[config.mk]
export PLATFORM = sky130hd
export DESIGN_NAME = sio_shifter
export DESIGN_NICKNAME = d
export VERILOG_FILES = /design/src/rtl/sio_pkg.sv /design/src/rtl/sio_clkgen.sv /design/src/rtl/sio_ctrl.sv /design/src/rtl/sio_shreg.sv /design/src/rtl/sio_shifter.sv
export SDC_FILE = /design/constraint.sdc
export NUM_CORES = 1
export LEC_CHECK = 0
export BUFFER_PORTS_ARGS = -buffer_cell sky130_fd_sc_hd__buf_2
export CAP_MARGIN = 25
export CORE_UTILIZATION = 25
export CTS_CLUSTER_SIZE = 8
export DETAILED_ROUTE_END_ITERATION = 16
export SYNTH_ARGS = -nofsm -noshare
export SYNTH_HDL_FRONTEND = slang
export SYNTH_SLANG_ARGS = --single-unit
[constraint.sdc]
create_clock -name clk -period 1.9 [get_ports clk]
set_clock_uncertainty 0.05 [all_clocks]
set_input_delay 0.19 -clock clk [delete_from_list [all_inputs] [get_ports clk]]
set_output_delay 0.19 -clock clk [all_outputs]
set_load 0.005 [all_outputs]
[src/rtl/sio_pkg.sv]
package sio_pkg;
  typedef enum logic [1:0] {
    MODE_DUPLEX = 2'b00,
    MODE_TX     = 2'b01,
    MODE_RX     = 2'b10,
    MODE_CLK    = 2'b11
  } sio_mode_e;
endpackage

[src/rtl/sio_clkgen.sv]
module sio_clkgen #(
  parameter int HW = 8
) (
  input  logic          clk,
  input  logic          rst_n,
  input  logic          run,
  input  logic [HW-1:0] half,
  output logic          sck,
  output logic          rise_p,
  output logic          fall_p
);
  logic [HW-1:0] cnt_q, cnt_d;
  logic          sck_d;
  logic          wrap;

  always_comb begin
    wrap   = run && (cnt_q == half);
    rise_p = wrap && !sck;
    fall_p = wrap && sck;
    cnt_d  = cnt_q;
    sck_d  = sck;
    if (!run) begin
      cnt_d = '0;
      sck_d = 1'b0;
    end else if (wrap) begin
      cnt_d = '0;
      sck_d = ~sck;
    end else begin
      cnt_d = cnt_q + 1'b1;
    end
  end

  always_ff @(posedge clk or negedge rst_n) begin
    if (!rst_n) begin
      cnt_q <= '0;
      sck   <= 1'b0;
    end else begin
      cnt_q <= cnt_d;
      sck   <= sck_d;
    end
  end

  // the shift clock only ever rises while a transfer runs
  a_r2_rise_needs_run: assert property (@(posedge clk) disable iff (!rst_n)
    $rose(sck) |-> $past(run));
endmodule

[src/rtl/sio_ctrl.sv]
module sio_ctrl #(
  parameter int DW = 16,
  parameter int SW = 4,
  parameter int CW = 5
) (
  input  logic          clk,
  input  logic          rst_n,
  input  logic          start,
  input  logic          fall_p,
  input  logic          irq_clr,
  input  logic [SW-1:0] size,
  output logic          busy,
  output logic          irq
);
  logic [CW-1:0] left_q, left_d;
  logic          busy_d, irq_d;
  logic          last_bit;

  always_comb begin
    last_bit = busy && fall_p && (left_q == CW'(1));
    left_d   = left_q;
    busy_d   = busy;
    irq_d    = irq;
    if (start && !busy) begin
      left_d = (size == '0) ? CW'(DW) : CW'(size);
      busy_d = 1'b1;
    end else if (busy && fall_p) begin
      left_d = left_q - 1'b1;
      if (last_bit) busy_d = 1'b0;
    end
    if (irq_clr)  irq_d = 1'b0;
    if (last_bit) irq_d = 1'b1;
  end

  always_ff @(posedge clk or negedge rst_n) begin
    if (!rst_n) begin
      left_q <= '0;
      busy   <= 1'b0;
      irq    <= 1'b0;
    end else begin
      left_q <= left_d;
      busy   <= busy_d;
      irq    <= irq_d;
    end
  end

  // completion flag rises together with the end of busy
  a_r7_irq_at_end: assert property (@(posedge clk) disable iff (!rst_n)
    $rose(irq) |-> $fell(busy));
  // a transfer only begins from a start pulse
  a_r8_busy_from_start: assert property (@(posedge clk) disable iff (!rst_n)
    $rose(busy) |-> $past(start));
  // remaining bit count stays within 1..DW during a transfer
  a_r5_count_range: assert property (@(posedge clk) disable iff (!rst_n)
    busy |-> (left_q != '0 && left_q <= CW'(DW)));
endmodule

[src/rtl/sio_shreg.sv]
module sio_shreg #(
  parameter int DW = 16
) (
  input  logic          clk,
  input  logic          rst_n,
  input  logic          load,
  input  logic [DW-1:0] wdata,
  input  logic          sample,
  input  logic          shift,
  input  logic          lsb_first,
  input  logic          cap_en,
  input  logic          sdi,
  output logic [DW-1:0] q,
  output logic          out_bit
);
  logic [DW-1:0] q_d;
  logic          smp_q, smp_d;
  logic          in_bit;

  always_comb begin
    smp_d   = sample ? sdi : smp_q;
    in_bit  = cap_en ? smp_q : 1'b0;
    out_bit = lsb_first ? q[0] : q[DW-1];
    q_d     = q;
    if (load) begin
      q_d = wdata;
    end else if (shift) begin
      if (lsb_first) q_d = {in_bit, q[DW-1:1]};
      else           q_d = {q[DW-2:0], in_bit};
    end
  end

  always_ff @(posedge clk or negedge rst_n) begin
    if (!rst_n) begin
      q     <= '0;
      smp_q <= 1'b0;
    end else begin
      q     <= q_d;
      smp_q <= smp_d;
    end
  end
endmodule

[src/rtl/sio_shifter.sv]
module sio_shifter
  import sio_pkg::*;
#(
  parameter int DW = 16,
  parameter int HW = 8,
  localparam int SW = $clog2(DW),
  localparam int CW = $clog2(DW + 1)
) (
  input  logic          clk,
  input  logic          rst_n,
  input  logic          cfg_we,
  input  logic [HW-1:0] cfg_half,
  input  logic          cfg_lsb_first,
  input  logic [SW-1:0] cfg_size,
  input  logic [1:0]    cfg_mode,
  input  logic          data_we,
  input  logic [DW-1:0] data_wdata,
  input  logic          start,
  input  logic          irq_clr,
  input  logic          sdi,
  output logic          sck,
  output logic          sdo,
  output logic          sdo_en,
  output logic [DW-1:0] data_q,
  output logic          busy,
  output logic          irq
);
  logic [HW-1:0] half_q;
  logic          lsb_q;
  logic [SW-1:0] size_q;
  sio_mode_e     mode_q;
  logic          cfg_load;
  logic          rise_p, fall_p;
  logic          cap_en, drv_en, out_bit;

  assign cfg_load = cfg_we && !busy;

  always_ff @(posedge clk or negedge rst_n) begin
    if (!rst_n) begin
      half_q <= '0;
      lsb_q  <= 1'b0;
      size_q <= '0;
      mode_q <= MODE_DUPLEX;
    end else if (cfg_load) begin
      half_q <= cfg_half;
      lsb_q  <= cfg_lsb_first;
      size_q <= cfg_size;
      mode_q <= sio_mode_e'(cfg_mode);
    end
  end

  always_comb begin
    cap_en = (mode_q == MODE_DUPLEX) || (mode_q == MODE_RX);
    drv_en = (mode_q == MODE_DUPLEX) || (mode_q == MODE_TX);
    sdo_en = busy && drv_en;
    sdo    = sdo_en && out_bit;
  end

  sio_clkgen #(.HW(HW)) clkgen_i (
    .clk(clk), .rst_n(rst_n), .run(busy), .half(half_q),
    .sck(sck), .rise_p(rise_p), .fall_p(fall_p)
  );

  sio_ctrl #(.DW(DW), .SW(SW), .CW(CW)) ctrl_i (
    .clk(clk), .rst_n(rst_n), .start(start), .fall_p(fall_p),
    .irq_clr(irq_clr), .size(size_q), .busy(busy), .irq(irq)
  );

  sio_shreg #(.DW(DW)) shreg_i (
    .clk(clk), .rst_n(rst_n), .load(data_we && !busy), .wdata(data_wdata),
    .sample(rise_p), .shift(busy && fall_p), .lsb_first(lsb_q),
    .cap_en(cap_en), .sdi(sdi), .q(data_q), .out_bit(out_bit)
  );

  // clock parked low whenever no transfer runs
  a_r1_sck_idle_low: assert property (@(posedge clk) disable iff (!rst_n)
    !busy |-> !sck);
  // data pin silent in input-only and clock-only modes
  a_r6_pins_quiet: assert property (@(posedge clk) disable iff (!rst_n)
    (mode_q == MODE_RX || mode_q == MODE_CLK) |-> (!sdo_en && !sdo));
  // register only moves on a shift edge while busy
  a_r8_data_frozen: assert property (@(posedge clk) disable iff (!rst_n)
    (busy && !fall_p) |=> $stable(data_q));
  // timing settings cannot change mid-transfer
  a_r2_cfg_stable: assert property (@(posedge clk) disable iff (!rst_n)
    ($past(busy) && busy) |-> $stable(half_q));
endmodule

==> results.yml, run 1 <==
outcome:
  status: "finished clean"
grt:
  met1_usage_pct: 14.4
  overflow: 0
  grt_max_degree: 38
  grt_pass1_wl_um: 8460
  grt_use_met2_pct: 16.9
  grt_pass1_vias: 1721
  grt.total_usage_pct: 10.7
  antenna_found_initial: 0
  top_usage_layer: "met2"
  use_met3_pct: 2.14
layout:
  drive_gt1_share_pct: 42.3
  fillers: 1016
  area_growth_pct: 25.3
  n_antenna_cell: 0
  finalNonFillerCells: 419
  nets: 326
  utilization_pct: 32.2
  final_cell_mix: "58 x buf_2, 47 x dfrtp_1, 30 x mux2_2, 24 x nand2_1"
  final_common_cell: "buf_2"
run:
  drv_cap: 0
yosys:
  yosys_warnings: 0
  async_flop_share_pct: 100
  ys.flop_type: "dfrtp_1"
  synthCells: 218
  synth_cell_type_count: 35
  syn_avg_cell_area_um2: 11.4
  ys_ff_latch: 48
  synth_top_area_cell: "dfrtp_1"
  syn_nets: 259
  synthesis.area_um2: 2490
  synth_top_area_share_pct: 48.3
  synth-edff-count: 0
  synthTopCellsByArea: "dfrtp_1 48%, mux2_2 14%, mux2i_1 7.6%"
  seq_area_frac_synth_pct: 48.3
die:
  io_pins: 59
  die_area_um2: 10300
  die_w_um: 102
  die_h_um: 102
  row_count: 36
  design.core.area_um2: 9680
  initial_core_util_pct: 25.7
hold_path:
  hold_class: "input port to flop"
  hold_end: "ctrl_i.irq$_DFFE_PN0P_"
  min_from: "irq_clr"
  whs_path_depth: 2
worst_setup_path:
  r2r-end: "shreg_i.smp_q$_DFFE_PN0P_"
  crit_arrival_ns: 1.99
  r2r-start: "clkgen_i.cnt_q[5]$_DFF_PN0_"
  crit_path_end_kind: "flop"
  cp_max_fo: 6
  worstSetupPathType: "flop to flop"
  start_kind: "flop"
  reg2reg_depth: 5
  required_ns: 2.06
  r2r_setup_slack_ns: 0.07
clock_tree:
  htree_levels: 2
  cts_tree: "done"
  numCtsBuffers: 5
  clk_pin_slew_ns: 0.11
  clock_latency_ns: 0.31
  clock_tree.buffer_depth: 2
  clock_sinks: 48
  clock-root-buffer: "clkbuf_8"
timing:
  rsz0062_at_grt: "true"
  max_slew_margin_pct: 72.1
  drv_slew: 0
  setup-violations-final: 0
  worst_pin_slew_ns: 0.418
  finalHoldViolCount: 0
  finalCritPeriodShare_pct: 96.3
  fin_crit_ns: 1.83
  timing.setup.tns_ns: 0
  max_freq_mhz: 546
pwr:
  switchingPower_mw: 1.40
  powerDensity_nw_per_um2: 1320
  combPwrFrac_pct: 35.8
  p_int_mw: 2.70
  p_leak_nw: 1.35
  p_clk_share_pct: 18.8
  p_total_mw: 4.11
  switching_share_pct: 34.1
  seqPwrFrac_pct: 45.4
  max-vdd-ir-drop_mv: 0.346
drt:
  drc_errors: 0
  wl_um: 5340
  vias: 1782
  drtIter0Drc: 52
  dr.pass1.iters: 4
  wl_per_cell_um: 12.7
  ant_nets: 0
  via_per_inst: 4.25
placed_design:
  dp_cells: 409
  gp_congestion: 0.702
  port_buffers: 58
  dp_hpwl_um: 3950
-- kinds of logic (layout without fill, tap and decap cells) --
kind of cell / Yosys count / in the layout / share of synthesized area (%)
AND/OR/NAND/NOR: 58 / 58 / 12.0
multiplexers: 50 / 50 / 21.7
flip-flops: 48 / 48 / 48.3
AO/OA/AOI/OAI: 24 / 24 / 5.18
XOR/XNOR: 18 / 18 / 6.64
buffers and inverters: 17 / 85 / 4.63
adder cells (fa/ha/maj): 3 / 3 / 1.51
-- worst max path at each step --
| stage | slack [ns] | cells after the start | endpoint | startpoint |
|---|---|---|---|---|
| 2_1_floorplan | 0.21 | 7 | shreg_i.q[10]$_DFFE_PN0P_ | clkgen_i.cnt_q[4]$_DFF_PN0_ |
| 3_3_place_gp | 0.1 | 6 | shreg_i.q[12]$_DFFE_PN0P_ | clkgen_i.cnt_q[4]$_DFF_PN0_ |
| 3_5_place_dp | 0.02 | 6 | shreg_i.q[8]$_DFFE_PN0P_ | clkgen_i.cnt_q[6]$_DFF_PN0_ |
| 4_1_cts | 0.002 | 6 | shreg_i.q[8]$_DFFE_PN0P_ | clkgen_i.cnt_q[6]$_DFF_PN0_ |
| 5_1_grt | -0.07 | 6 | ctrl_i.left_q[3]$_DFFE_PN0P_ | clkgen_i.cnt_q[3]$_DFF_PN0_ |
| 6_report | 0.07 | 5 | shreg_i.smp_q$_DFFE_PN0P_ | clkgen_i.cnt_q[5]$_DFF_PN0_ |
-- metal layers --
layer / wire length (um) / share of wire, % / up-vias
met4: 75 / 1.4 / 0
met5: 0 / 0 / -
li1: - / - / 885
met2: 2500 / 47 / 36
met3: 204 / 3.8 / 6
met1: 2560 / 48 / 855
-- what timing repair did --
action,in CTS,in global routing
hold buffers,1,0
gates resized for setup,1,3
pin swaps,0,2
setup endpoints to repair,1,19
hold endpoints to repair,11,0
buffers inserted,0,1
-- cells in the mapped netlist (all sizes together), types with 2 or more instances --
| cell type | instances |
|---|---|
| or3 | 2 |
| o21ai | 22 |
| and3 | 3 |
| xnor2 | 14 |
| nor2 | 8 |
| nor4 | 5 |
| nand2 | 24 |
| ha | 3 |
| inv | 7 |
| buf | 5 |
| nand3 | 4 |
| or2 | 2 |
| dfrtp | 48 |
| nand4 | 2 |
| nor2b | 3 |
| clkbuf | 4 |
| mux2 | 31 |
| mux2i | 19 |
| nor3 | 4 |
| xor2 | 4 |
-- layout make-up --
| class | count | area, um^2 | area share, % |
|---|---|---|---|
| multi-input combinational | 153 | 1200 | 38.4 |
| inverter | 7 | 26.3 | 0.844 |
| sequential | 48 | 1200 | 38.6 |
| clock buffer | 5 | 68.8 | 2.21 |
| clock inverter | 3 | 46.3 | 1.49 |
| timing repair buffer | 70 | 408 | 13.1 |
| tap | 133 | 166 | 5.34 |
-- power by group through the flow --
stage / combinational (mW) / sequential, mW / clock, mW
3_3_place_gp: 1.44 / 1.87 / 0
3_5_place_dp: 1.47 / 1.89 / 0
4_1_cts: 1.48 / 1.87 / 0.800
2_1_floorplan: 1.06 / 1.75 / 0
6_report: 1.47 / 1.86 / 0.774
5_1_grt: 1.65 / 1.93 / 0.838
-- sequential cells by signal (all words and copies together) (netlist names), 2 cells and up --
signal / flops
half_q: 8
size_q: 4
mode_q: 2
clkgen_i.cnt_q: 8
ctrl_i.left_q: 5
shreg_i.q: 16
-- critical path, stage by stage, from the launching register on --
cell     delay [ns]
dfrtp_1        0.45
xnor2_2        0.19
nand4_2        0.23
or2_4          0.33
nor3_2         0.14
mux2_1         0.34
-- through the flow --
step | cell area [um^2] | hold slack [ns] | worst slack [ns]
global route | 3110 | 0.0112 | -0.0693
floorplan | 2490 | -0.156 | 0.208
finish | 3110 | 0.0188 | 0.0694
CTS | 3090 | 0.00864 | 0.00190
global placement | 2960 | 0.0454 | 0.0967
detailed placement | 2960 | 0.0481 | 0.0236
(Power assumes the default switching activity.)
==> run 2: changes to the inputs <==
--- a/config.mk
+++ b/config.mk
@@ -7,9 +7,12 @@
 export LEC_CHECK = 0
 export BUFFER_PORTS_ARGS = -buffer_cell sky130_fd_sc_hd__buf_2
 export CAP_MARGIN = 25
+export CORE_ASPECT_RATIO = 0.6
 export CORE_UTILIZATION = 25
 export CTS_CLUSTER_SIZE = 8
 export DETAILED_ROUTE_END_ITERATION = 16
+export HOLD_SLACK_MARGIN = 0.05
+export REMOVE_ABC_BUFFERS = 1
 export SYNTH_ARGS = -nofsm -noshare
 export SYNTH_HDL_FRONTEND = slang
 export SYNTH_SLANG_ARGS = --single-unit
==> results.yml, run 2 (same netlist as run 1, synthesis figures left out) <==
layout:
  final_cell_mix: "59 x buf_2, 44 x dfrtp_1, 30 x mux2_2, 24 x nand2_1"
  drive_gt1_share_pct: 45.7
  final_common_cell: "buf_2"
  largest_reg_flops: 16
  finalNonFillerCells: 419
  area_growth_pct: 30.7
  n_antenna_cell: 0
  reg_top3: "shreg_i.q: 16 flops, clkgen_i.cnt_q: 8 flops, half_q: 8 flops"
  regMostFlops: "shreg_i.q"
  nets: 329
  utilization_pct: 34.5
timing:
  drv_slew: 0
  max_slew_margin_pct: 63.5
  fin_crit_ns: 1.81
  max_freq_mhz: 553
  rsz0062_at_grt: "true"
  worst_hold_slack_ns: 0.0641
  finalCritPeriodShare_pct: 95.2
  worst_pin_slew_ns: 0.548
  finalHoldViolCount: 0
  timing.setup.tns_ns: 0
  setup-violations-final: 0
worst_setup_path:
  start_kind: "flop"
  worstPathBufferInverterCount: 0
  worstSetupPathType: "flop to flop"
  crit_path_end_kind: "flop"
  cp_cell_sequence: "xnor2_2 > nand4_4 > or2_1 > nor3_2 > mux2_1"
  required_ns: 2.02
  crit_family: "simple AND/OR/NAND/NOR gates"
  critPathMaxStageDelay_ns: 0.44
  crit_path_top_delay_cell: "dfrtp_1"
  crit_arrival_ns: 1.93
  cp_max_fo: 6
die:
  die_w_um: 131
  die_h_um: 79.2
  io_pins: 59
  row_count: 27
  design.core.area_um2: 9430
  initial_core_util_pct: 26.4
  die_area_um2: 10400
drt:
  drtIter0Drc: 66
  vias: 1782
  dr.pass1.iters: 4
  wl_per_cell_um: 13.3
  via_per_inst: 4.25
  ant_nets: 0
  drc_errors: 0
  wl_um: 5590
pwr:
  p_total_mw: 4.51
  powerDensity_nw_per_um2: 1390
  p_leak_nw: 1.41
  max-vdd-ir-drop_mv: 0.571
run:
  drv_cap: 0
placed_design:
  dp_cells: 405
  gp_congestion: 0.788
  dp_hpwl_um: 4140
  port_buffers: 58
clock_tree:
  clk_pin_slew_ns: 0.07
  clock_sinks: 48
  numCtsBuffers: 5
  clock_latency_ns: 0.29
  clock-root-buffer: "clkbuf_16"
  cts_tree: "done"
  clock_tree.buffer_depth: 2
  htree_levels: 2
grt:
  grt_pass1_wl_um: 9080
  grt_pass1_vias: 1800
  grt_max_degree: 33
  grt.total_usage_pct: 11.6
  overflow: 0
  antenna_found_initial: 0
outcome:
  status: "finished clean"
hold_path:
  hold_class: "input port to flop"
==> run 2: metal layers <==
layer	GRT usage [%]	vias to the layer above	wire [um]
met2	16.0	30	2280
li1	-	898	-
met3	3.50	5	266
met1	17.1	849	2990
met5	0	-	0
met4	3.45	0	50
==> run 2: per-stage QoR <==
step / setup WS (ns) / instance area, um^2
after global placement: 0.0820 / 2940
after global routing: -0.00891 / 3250
after detailed placement: 0.0498 / 2940
after floorplan: -0.589 / 2400
after CTS: 0.0265 / 3130
final: 0.0908 / 3250
==> run 2: timing repair <==
| item | CTS | global route |
|---|---|---|
| setup buffers | 0 | 3 |
| hold endpoints to repair | 21 | 0 |
| endpoints found under the setup margin | 0 | 22 |
| gates resized for setup | 0 | 17 |
| hold buffers | 2 | 0 |
==> run 2: worst paths after layout <==
kind	startpoint	endpoint	slack [ns]	cells past startpoint
min	data_wdata[7]	shreg_i.q[7]$_DFFE_PN0P_	0.06	3
max	clkgen_i.cnt_q[5]$_DFF_PN0_	shreg_i.smp_q$_DFFE_PN0P_	0.09	5
max reg2reg	clkgen_i.cnt_q[5]$_DFF_PN0_	shreg_i.smp_q$_DFFE_PN0P_	0.09	5
max in group asynchronous	rst_n	ctrl_i.busy$_DFFE_PN0P_	0.87	3
min reg2reg	shreg_i.smp_q$_DFFE_PN0P_	shreg_i.smp_q$_DFFE_PN0P_	0.43	1
min in group asynchronous	rst_n	shreg_i.q[0]$_DFFE_PN0P_	0.37	2
==> run 2: layout make-up <==
class / instances / area (um^2)
clock inverter: 3 / 42.5
timing repair buffer: 73 / 425
inverter: 7 / 26.3
multi-input combinational: 153 / 1260
sequential: 48 / 1210
fill: 961 / 6180
clock buffer: 5 / 125
tap: 130 / 163
==> run 2: worst min-delay path, cell delays in order <==
cell	delay, ns
buf_2	0.08
nand2_1	0.04
o21ai_1	0.06
==> run 2: report_power, final <==
part / internal, mW / leakage, nW / switching (mW)
sequential: 1.44 / 0.582 / 0.492
clock: 0.618 / 0.0798 / 0.376
combinational: 0.948 / 0.747 / 0.639
total: 3.00 / 1.41 / 1.51
